File: src/rtl/bus_seq_pkg.sv
package bus_seq_pkg;

  typedef enum logic [2:0] {
    CYC_FETCH = 3'd0,
    CYC_MRD   = 3'd1,
    CYC_MWR   = 3'd2,
    CYC_IORD  = 3'd3,
    CYC_IOWR  = 3'd4
  } cycKind_t;

  typedef enum logic [2:0] {
    ST_IDLE = 3'd0,
    ST_T1   = 3'd1,
    ST_T2   = 3'd2,
    ST_TW   = 3'd3,
    ST_T3   = 3'd4,
    ST_T4   = 3'd5,
    ST_HOLD = 3'd6
  } tState_t;

  typedef struct packed {
    logic load;
    logic capture;
    logic aleOn;
    logic hiOe;
    logic loAddrOe;
    logic loDataOe;
    logic rdOn;
    logic wrOn;
    logic ctrlOe;
    logic cycOn;
  } busStrobe_t;

  function automatic logic kindIsRead(cycKind_t k);
    return (k == CYC_FETCH) || (k == CYC_MRD) || (k == CYC_IORD);
  endfunction

  function automatic logic kindIsWrite(cycKind_t k);
    return (k == CYC_MWR) || (k == CYC_IOWR);
  endfunction

  function automatic logic kindIsIo(cycKind_t k);
    return (k == CYC_IORD) || (k == CYC_IOWR);
  endfunction

endpackage

File: src/rtl/bus_seq_ctrl.sv
module bus_seq_ctrl
  import bus_seq_pkg::*;
(
  input  logic       clk,
  input  logic       rstN,
  input  logic       startReq,
  input  logic [2:0] startKind,
  input  logic       ready,
  input  logic       holdReq,
  input  cycKind_t   curKind,
  output busStrobe_t strobe,
  output logic       holdAck,
  output logic       done,
  output logic       busy
);

  tState_t stateQ, stateD;
  logic    kindOk;
  logic    isFetch, isRead, isWrite;
  logic    inStrobe;
  logic    inCycle;

  assign kindOk  = (startKind <= 3'(CYC_IOWR));
  assign isFetch = (curKind == CYC_FETCH);
  assign isRead  = kindIsRead(curKind);
  assign isWrite = kindIsWrite(curKind);

  always_comb begin
    stateD = stateQ;
    unique case (stateQ)
      ST_IDLE: begin
        if (holdReq)                 stateD = ST_HOLD;
        else if (startReq && kindOk) stateD = ST_T1;
      end
      ST_T1:        stateD = ST_T2;
      ST_T2, ST_TW: stateD = ready ? ST_T3 : ST_TW;
      ST_T3: begin
        if (isFetch)      stateD = ST_T4;
        else if (holdReq) stateD = ST_HOLD;
        else              stateD = ST_IDLE;
      end
      ST_T4:   stateD = holdReq ? ST_HOLD : ST_IDLE;
      ST_HOLD: stateD = holdReq ? ST_HOLD : ST_IDLE;
      default: stateD = ST_IDLE;
    endcase
  end

  always_ff @(posedge clk or negedge rstN) begin
    if (!rstN) stateQ <= ST_IDLE;
    else       stateQ <= stateD;
  end

  assign inStrobe = (stateQ == ST_T2) || (stateQ == ST_TW);
  assign inCycle  = (stateQ == ST_T1) || inStrobe ||
                    (stateQ == ST_T3) || (stateQ == ST_T4);

  always_comb begin
    strobe          = '0;
    strobe.load     = (stateQ == ST_IDLE) && !holdReq && startReq && kindOk;
    strobe.capture  = inStrobe && ready && isRead;
    strobe.aleOn    = (stateQ == ST_T1);
    strobe.hiOe     = inCycle;
    strobe.cycOn    = inCycle;
    strobe.loAddrOe = (stateQ == ST_T1);
    strobe.loDataOe = inStrobe && isWrite;
    strobe.rdOn     = inStrobe && isRead;
    strobe.wrOn     = inStrobe && isWrite;
    strobe.ctrlOe   = (stateQ != ST_HOLD);
  end

  assign holdAck = (stateQ == ST_HOLD);
  assign done    = ((stateQ == ST_T3) && !isFetch) || (stateQ == ST_T4);
  assign busy    = (stateQ != ST_IDLE);

endmodule

File: src/rtl/bus_seq_dp.sv
module bus_seq_dp
  import bus_seq_pkg::*;
#(
  parameter int ADDR_W = 16,
  parameter int DATA_W = 8
) (
  input  logic                 clk,
  input  logic                 rstN,
  input  busStrobe_t           strobe,
  input  logic [2:0]           startKind,
  input  logic [ADDR_W-1:0]    startAddr,
  input  logic [DATA_W-1:0]    startData,
  input  logic [DATA_W-1:0]    adIn,
  output cycKind_t             curKind,
  output logic [ADDR_W-DATA_W-1:0] addrHi,
  output logic                 addrHiOe,
  output logic [DATA_W-1:0]    adOut,
  output logic                 adOe,
  output logic                 ale,
  output logic                 rdN,
  output logic                 wrN,
  output logic                 ioM,
  output logic                 ctrlOe,
  output logic [1:0]           busStatus,
  output logic [DATA_W-1:0]    rdData
);

  localparam int HI_W = ADDR_W - DATA_W;

  cycKind_t          kindQ;
  logic [ADDR_W-1:0] addrQ;
  logic [DATA_W-1:0] wrQ;
  logic [DATA_W-1:0] rdQ;
  logic [1:0]        statusOfKind;

  always_ff @(posedge clk or negedge rstN) begin
    if (!rstN) begin
      kindQ <= CYC_FETCH;
      addrQ <= '0;
      wrQ   <= '0;
    end else if (strobe.load) begin
      kindQ <= cycKind_t'(startKind);
      addrQ <= startAddr;
      wrQ   <= startData;
    end
  end

  always_ff @(posedge clk or negedge rstN) begin
    if (!rstN)               rdQ <= '0;
    else if (strobe.capture) rdQ <= adIn;
  end

  always_comb begin
    if (kindQ == CYC_FETCH)      statusOfKind = 2'b11;
    else if (kindIsRead(kindQ))  statusOfKind = 2'b10;
    else if (kindIsWrite(kindQ)) statusOfKind = 2'b01;
    else                         statusOfKind = 2'b00;
  end

  always_comb begin
    if (strobe.loAddrOe)      adOut = addrQ[DATA_W-1:0];
    else if (strobe.loDataOe) adOut = wrQ;
    else                      adOut = '0;
  end

  assign curKind   = kindQ;
  assign addrHi    = addrQ[ADDR_W-1 -: HI_W];
  assign addrHiOe  = strobe.hiOe;
  assign adOe      = strobe.loAddrOe || strobe.loDataOe;
  assign ale       = strobe.aleOn;
  assign rdN       = !strobe.rdOn;
  assign wrN       = !strobe.wrOn;
  assign ioM       = strobe.cycOn && kindIsIo(kindQ);
  assign ctrlOe    = strobe.ctrlOe;
  assign busStatus = strobe.cycOn ? statusOfKind : 2'b00;
  assign rdData    = rdQ;

endmodule

File: src/rtl/bus_seq_top.sv
module bus_seq_top
  import bus_seq_pkg::*;
#(
  parameter int ADDR_W = 16,
  parameter int DATA_W = 8
) (
  input  logic                     clk,
  input  logic                     rstN,
  input  logic                     startReq,
  input  logic [2:0]               startKind,
  input  logic [ADDR_W-1:0]        startAddr,
  input  logic [DATA_W-1:0]        startData,
  input  logic                     ready,
  input  logic                     holdReq,
  input  logic [DATA_W-1:0]        adIn,
  output logic [ADDR_W-DATA_W-1:0] addrHi,
  output logic                     addrHiOe,
  output logic [DATA_W-1:0]        adOut,
  output logic                     adOe,
  output logic                     ale,
  output logic                     rdN,
  output logic                     wrN,
  output logic                     ioM,
  output logic                     ctrlOe,
  output logic [1:0]               busStatus,
  output logic                     holdAck,
  output logic [DATA_W-1:0]        rdData,
  output logic                     done,
  output logic                     busy
);

  busStrobe_t strobe;
  cycKind_t   curKind;

  bus_seq_ctrl u_ctrl (
    .clk       (clk),
    .rstN      (rstN),
    .startReq  (startReq),
    .startKind (startKind),
    .ready     (ready),
    .holdReq   (holdReq),
    .curKind   (curKind),
    .strobe    (strobe),
    .holdAck   (holdAck),
    .done      (done),
    .busy      (busy)
  );

  bus_seq_dp #(.ADDR_W(ADDR_W), .DATA_W(DATA_W)) u_dp (
    .clk       (clk),
    .rstN      (rstN),
    .strobe    (strobe),
    .startKind (startKind),
    .startAddr (startAddr),
    .startData (startData),
    .adIn      (adIn),
    .curKind   (curKind),
    .addrHi    (addrHi),
    .addrHiOe  (addrHiOe),
    .adOut     (adOut),
    .adOe      (adOe),
    .ale       (ale),
    .rdN       (rdN),
    .wrN       (wrN),
    .ioM       (ioM),
    .ctrlOe    (ctrlOe),
    .busStatus (busStatus),
    .rdData    (rdData)
  );

endmodule

File: config.mk
export PLATFORM = sky130hd
export DESIGN_NAME = bus_seq_top
export DESIGN_NICKNAME = d
export VERILOG_FILES = /design/src/rtl/bus_seq_pkg.sv /design/src/rtl/bus_seq_ctrl.sv /design/src/rtl/bus_seq_dp.sv /design/src/rtl/bus_seq_top.sv
export SDC_FILE = /design/constraint.sdc
export NUM_CORES = 1
export LEC_CHECK = 0
export ABC_AREA = 1
export BUFFER_PORTS_ARGS = -buffer_cell sky130_fd_sc_hd__buf_2
export CAP_MARGIN = 20
export CORE_ASPECT_RATIO = 0.7
export CORE_MARGIN = 8
export CORE_UTILIZATION = 40
export DETAILED_ROUTE_END_ITERATION = 16
export GPL_TIMING_DRIVEN = 0
export PLACE_DENSITY_LB_ADDON = 0.05
export SYNTH_ARGS = -nofsm -noshare
export SYNTH_HDL_FRONTEND = slang
export SYNTH_SLANG_ARGS = --single-unit
File: constraint.sdc
create_clock -name clk -period 1.8 [get_ports clk]
set_input_delay 0.45 -clock clk [delete_from_list [all_inputs] [get_ports clk]]
set_output_delay 0.45 -clock clk [all_outputs]
set_load 0.05 [all_outputs]
Word level (Yosys, flattened, before mapping):

Cells that the tools add are included.

* input bits: 40
* flip-flop bits (word level): 38

* order comparisons: 1
* reductions and logical operators: 29
* equality and inequality tests: 12
* mux-type cells: 12

Operator list (count)
* two-way mux 8 bit: 2
* two-way mux 3 bit: 5
* one-hot mux 3 bit (5 select lines): 1
* equality test 3 x 2 -> 1 bit (second input constant): 4
* equality test 3 bit (second input constant): 4
* logical AND 1 bit: 10
* logical OR 1 bit: 10
* equality test 3 x 1 -> 1 bit (second input constant): 2
* logical NOT 3 bit: 2
* two-way mux 2 bit: 3
* logical NOT 1 bit: 4
* OR reduction 2 bit: 2
* less-or-equal comparator 3 bit (second input constant): 1
* inequality test 3 x 2 -> 1 bit (second input constant): 1
* inequality test 3 bit (second input constant): 1
* nonzero test 3 bit: 1
* two-way mux 1 bit: 1

Longest topological paths before layout:

* word-level depth: 6
* depth in mapped cells: 7
* mapped depth without buffers: 6

Modules after synthesis:

From an unflattened synthesis, not the netlist that was laid out.

* cells, all modules: 247
* area total of the unflattened synthesis: 2074.5 um^2

By module, submodules not included
* bus_seq_dp: times used 1, cells each 188, area an instance 1750.4 um^2
* bus_seq_ctrl: times used 1, cells each 59, area an instance 324.1 um^2

Worst setup path after synthesis:

No wires, ideal clock.

* path kind: register to output
* from: reg u_ctrl.stateQ[2]
* to: out ioM
* required time: 1350 ps
* path buffers: 0
* cell stages (with the launch flop): 5
* data arrival time: 1777 ps
* slack: -427 ps
* cell sequence: dfrtp_1 -> inv_2 -> nand2_1 -> nand2_1 -> nor2_1

* cells in the longest elaborated chain, start to end: 6

Ends and longest elaborated chain
* start, declared: RTL line bus_seq_ctrl.sv:17 `tState_t stateQ, stateD;`
* start signal, assigned: RTL line bus_seq_ctrl.sv:50 `else stateQ <= stateD;`
* equality test 3 x 2 -> 1 bit: RTL line bus_seq_ctrl.sv:53 `assign inStrobe = (stateQ == ST_T2) || (stateQ == ST_TW);`
* logical OR 1 bit: RTL line bus_seq_ctrl.sv:53
* logical OR 1 bit (2 in a row): RTL line bus_seq_ctrl.sv:54 `assign inCycle = (stateQ == ST_T1) || inStrobe ||`
* logical OR 1 bit (*): RTL line bus_seq_ctrl.sv:55 `(stateQ == ST_T3) || (stateQ == ST_T4);`
* logical AND 1 bit (*): RTL line bus_seq_dp.sv:73 `assign ioM = strobe.cycOn && kindIsIo(kindQ);`
* end, declared: RTL line bus_seq_top.sv:23 `output logic ioM,`

Every way passes the cells marked *; elsewhere a longest branch is shown, timed or not.

Final worst setup path:

* from: reg u_dp.kindQ[0], in the netlist u_dp.curKind[0]
* to: out adOut[0]

* cells in the longest elaborated chain, start to end: 5

Ends and longest elaborated chain
* start, declared: RTL line bus_seq_dp.sv:30 `cycKind_t kindQ;`
* start signal, assigned: RTL line bus_seq_dp.sv:42 `kindQ <= cycKind_t'(startKind);`
* equality test 3 x 2 -> 1 bit / equality test 3 bit (equally long branches): RTL line bus_seq_pkg.sv:39 `return (k == CYC_MWR) || (k == CYC_IOWR);`
* logical OR 1 bit (*): RTL line bus_seq_pkg.sv:39
* logical AND 1 bit (*): RTL line bus_seq_ctrl.sv:65 `strobe.loDataOe = inStrobe && isWrite;`
* two-way mux 8 bit (*): RTL line bus_seq_dp.sv:62 `else if (strobe.loDataOe) adOut = wrQ;`
* two-way mux 8 bit (*): RTL line bus_seq_dp.sv:61 `if (strobe.loAddrOe) adOut = addrQ[DATA_W-1:0];`
* end, declared: RTL line bus_seq_top.sv:18 `output logic [DATA_W-1:0] adOut,`

Marked as above.

==> metrics.cfg <==
[outcome]
status=finished, violations left
violations=negative setup slack

[worst_setup_path]
critical-path-max-stage-delay_ns=0.46
cp-end-kind=primary output
r2r_start=u_ctrl.stateQ[1]
cp_data_arrival_time_ns=1.53
start_kind=flop
path_cells=o21ai_4 > buf_8 > nand4_1 > nand2_2 > buf_8
cp.required_ns=1.35
crit_family=flip-flops
slowest_stage=dfrtp_2
startpoint=u_dp.curKind[0]
path_buf_inv=2
path_class=flop to primary output
crit_top_cell=buf_8
worstPathMaxFanout=5

[logic_synthesis]
ys_types=20
ys_async_sr_fraction=1.00
synth_seq_cells=38
syn_area_per_cell_um2=8.09
synthTopCellsByCount=91 x nand2_1, 38 x dfrtp_1, 33 x nand3_1
ys.flop_type=dfrtp_1
ys_warn_count=0
syn_area_um2=1980
synth-edff-count=0
postSynthNetCount=285
ys_top_cells_by_area=dfrtp_1 48%, nand2_1 17%, nand3_1 8.3%
synth_top_area_share=0.480
syn_inst=245
synth_top_cell_by_area=dfrtp_1
ys_seq_area_frac=0.480
synth_most_common_cell=nand2_1

[finish]
antennaDiodeCount=0
drive_above_1_share=0.487
syn2layout_area_growth_pct=53.2
fin_util=0.635
stdcell_count=414
fin_nets=384

[drt]
wl_mm=5.63
ant_nets=0
dr.first_iter.drc_count=76
drtPass1Iterations=4
viasPerCell=4.65
drcViolationCount=0
vias=1925
wl_per_cell_um=13.6

[power]
p_sw_frac=0.504
power.leakage_nw=1.60
p_int_mw=3.34
ir_drop_v=0.000712
p_sw_mw=3.39
sequentialPowerShare=0.234
comb_power_share=0.659
power_density_nw_per_um2=2220
power_frac_clock=0.107

[place]
port-buffer-count=75
place_hpwl_mm=3.77
pre_cts_slack_ns=-0.155
dp_cells=389
gp_congestion=0.760

[sta]
post-route-period-util=1.10
whs_ns=0.260
clock_skew_ns=0.00503
layout_setup_ws_ns=-0.179
slew_headroom=0.433
finalSetupViolations=13
report.final.slew_viol_count=0
setup_tns_ns=-1.81
worst_pin_slew_ns=0.850
rsz0062_at_grt=true
clock.fmax_ghz=0.505
min_period_ns=1.98
finalHoldViolCount=0

[clocking]
cts_buffers=5
ctsRootBufferMaster=clkbuf_8
h-tree-depth=2
path_clk_slew_ns=0.08
cts_sinks=38
hold_buffers=0
clk_latency_ns=0.29
cts_tree=built
clock_path_buffers=2

[job]
drv_cap=0

[floorplanning]
die-height_um=74.9
pin_count=76
rows=21
die_x_um=100
start_util=0.414
die_area_um2=7500
core_um2=4780

[grt]
grt_overflow=0
grt_max_degree=39
first_global_vias=1893
antenna_found_initial=0
grt_pass1_wl_mm=8.75
grt_usage=0.148

[hold_path]
hold_path.class=primary input to async pin

## flip-flops by register name, indices dropped and copies added (netlist names)
name and count:
u_dp.addrQ 16, u_dp.rdData 8, u_dp.wrQ 8, u_ctrl.stateQ 3, u_dp.curKind 3
## worst register-to-register path: stages (launching register included)
cell     delay, ns
dfrtp_2       0.45
nor2_4        0.17
buf_4         0.14
buf_4         0.10
nand3_4       0.09
inv_6         0.13
nand2_8       0.08
buf_6         0.16
nand2_2       0.06
nand2_1       0.05
## through the flow
step | area (µm²) | power [mW]
2_1_floorplan | 2070 | 4.27
3_3_place_gp | 2530 | 4.98
3_5_place_dp | 2530 | 5.01
4_1_cts | 2890 | 6.34
5_1_grt | 3040 | 7.12
6_report | 3040 | 6.73
## path summary, 6_finish.rpt
path | endpoint | slack, ns | depth (start not counted)
setup reg to reg | u_dp.curKind[2] | 0.25 | 9
hold reg to reg | u_dp.addrQ[14] | 0.47 | 2
max in group asynchronous | u_ctrl.stateQ[1] | 0.95 | 1
min in group clk | u_dp.rdData[6] | 0.36 | 3
hold / removal | u_dp.addrQ[0] | 0.26 | 1
setup / recovery | adOut[0] | -0.18 | 5
## layout make-up
type,instances,area [µm²]
Clock buffer,7,76.3
Clock inverter,1,30.0
Buffer,17,146
Timing Repair Buffer,93,696
Multi-Input combinational cell,176,980
Inverter,13,65.1
Tap cell,69,86.3
Sequential cell,38,956
Fill cell,442,1750
## cells by family after synthesis
kind of cell,share of synthesized area
DFF,0.480
and+or+nand+nor,0.386
AOI/OAI and AO/OA,0.0341
buffers and inverters,0.0997
## cells in the final DEF, fill, tap and decap left out
cell | Yosys | routed
nor2_1 | 13 | 9
dfrtp_2 | 0 | 4
buf_8 | 0 | 10
nand2_2 | 11 | 22
nor2_4 | 3 | 7
buf_6 | 3 | 15
buf_2 | 1 | 58
o21ai_1 | 0 | 1
bufinv_16 | 0 | 1
nand2_1 | 91 | 77
nand2_4 | 0 | 2
clkbuf_8 | 0 | 5
inv_1 | 9 | 6
nand3_2 | 0 | 1
clkinv_4 | 0 | 1
o21ai_0 | 10 | 9
nor2_2 | 1 | 1
nand2_8 | 1 | 2
buf_12 | 0 | 1
o21ai_4 | 0 | 2
nand3_4 | 1 | 4
inv_6 | 1 | 1
inv_4 | 0 | 1
inv_2 | 2 | 3
buf_4 | 14 | 25
nand4_1 | 9 | 9
nand3_1 | 33 | 29
nand3b_1 | 1 | 1
clkbuf_16 | 0 | 1
dfrtp_1 | 38 | 34
clkinvlp_4 | 0 | 1
clkbuf_1 | 0 | 2
## metal layers
layer | track usage | part of all wire | vias to the layer above
met1 | 0.179 | 0.43 | 878
met3 | 0.0545 | 0.083 | 11
li1 | - | - | 976
met5 | 0 | 0 | -
met4 | 0.0500 | 0.012 | 0
met2 | 0.240 | 0.47 | 60
## power by group through the flow
stage	Clock (mW)	Combinational [mW]	Sequential [mW]
6_report	0.721	4.43	1.57
5_1_grt	0.770	4.72	1.63
4_1_cts	0.741	4.05	1.55
3_5_place_dp	0	3.45	1.56
3_3_place_gp	0	3.42	1.56
2_1_floorplan	0	2.45	1.82
## what timing repair did
item,CTS,global route
gates cloned,0,1
pin swaps,4,9
setup buffers,12,5
gates resized for setup,50,23
setup endpoints to repair,17,19
Power figures use the tool's default switching activity.
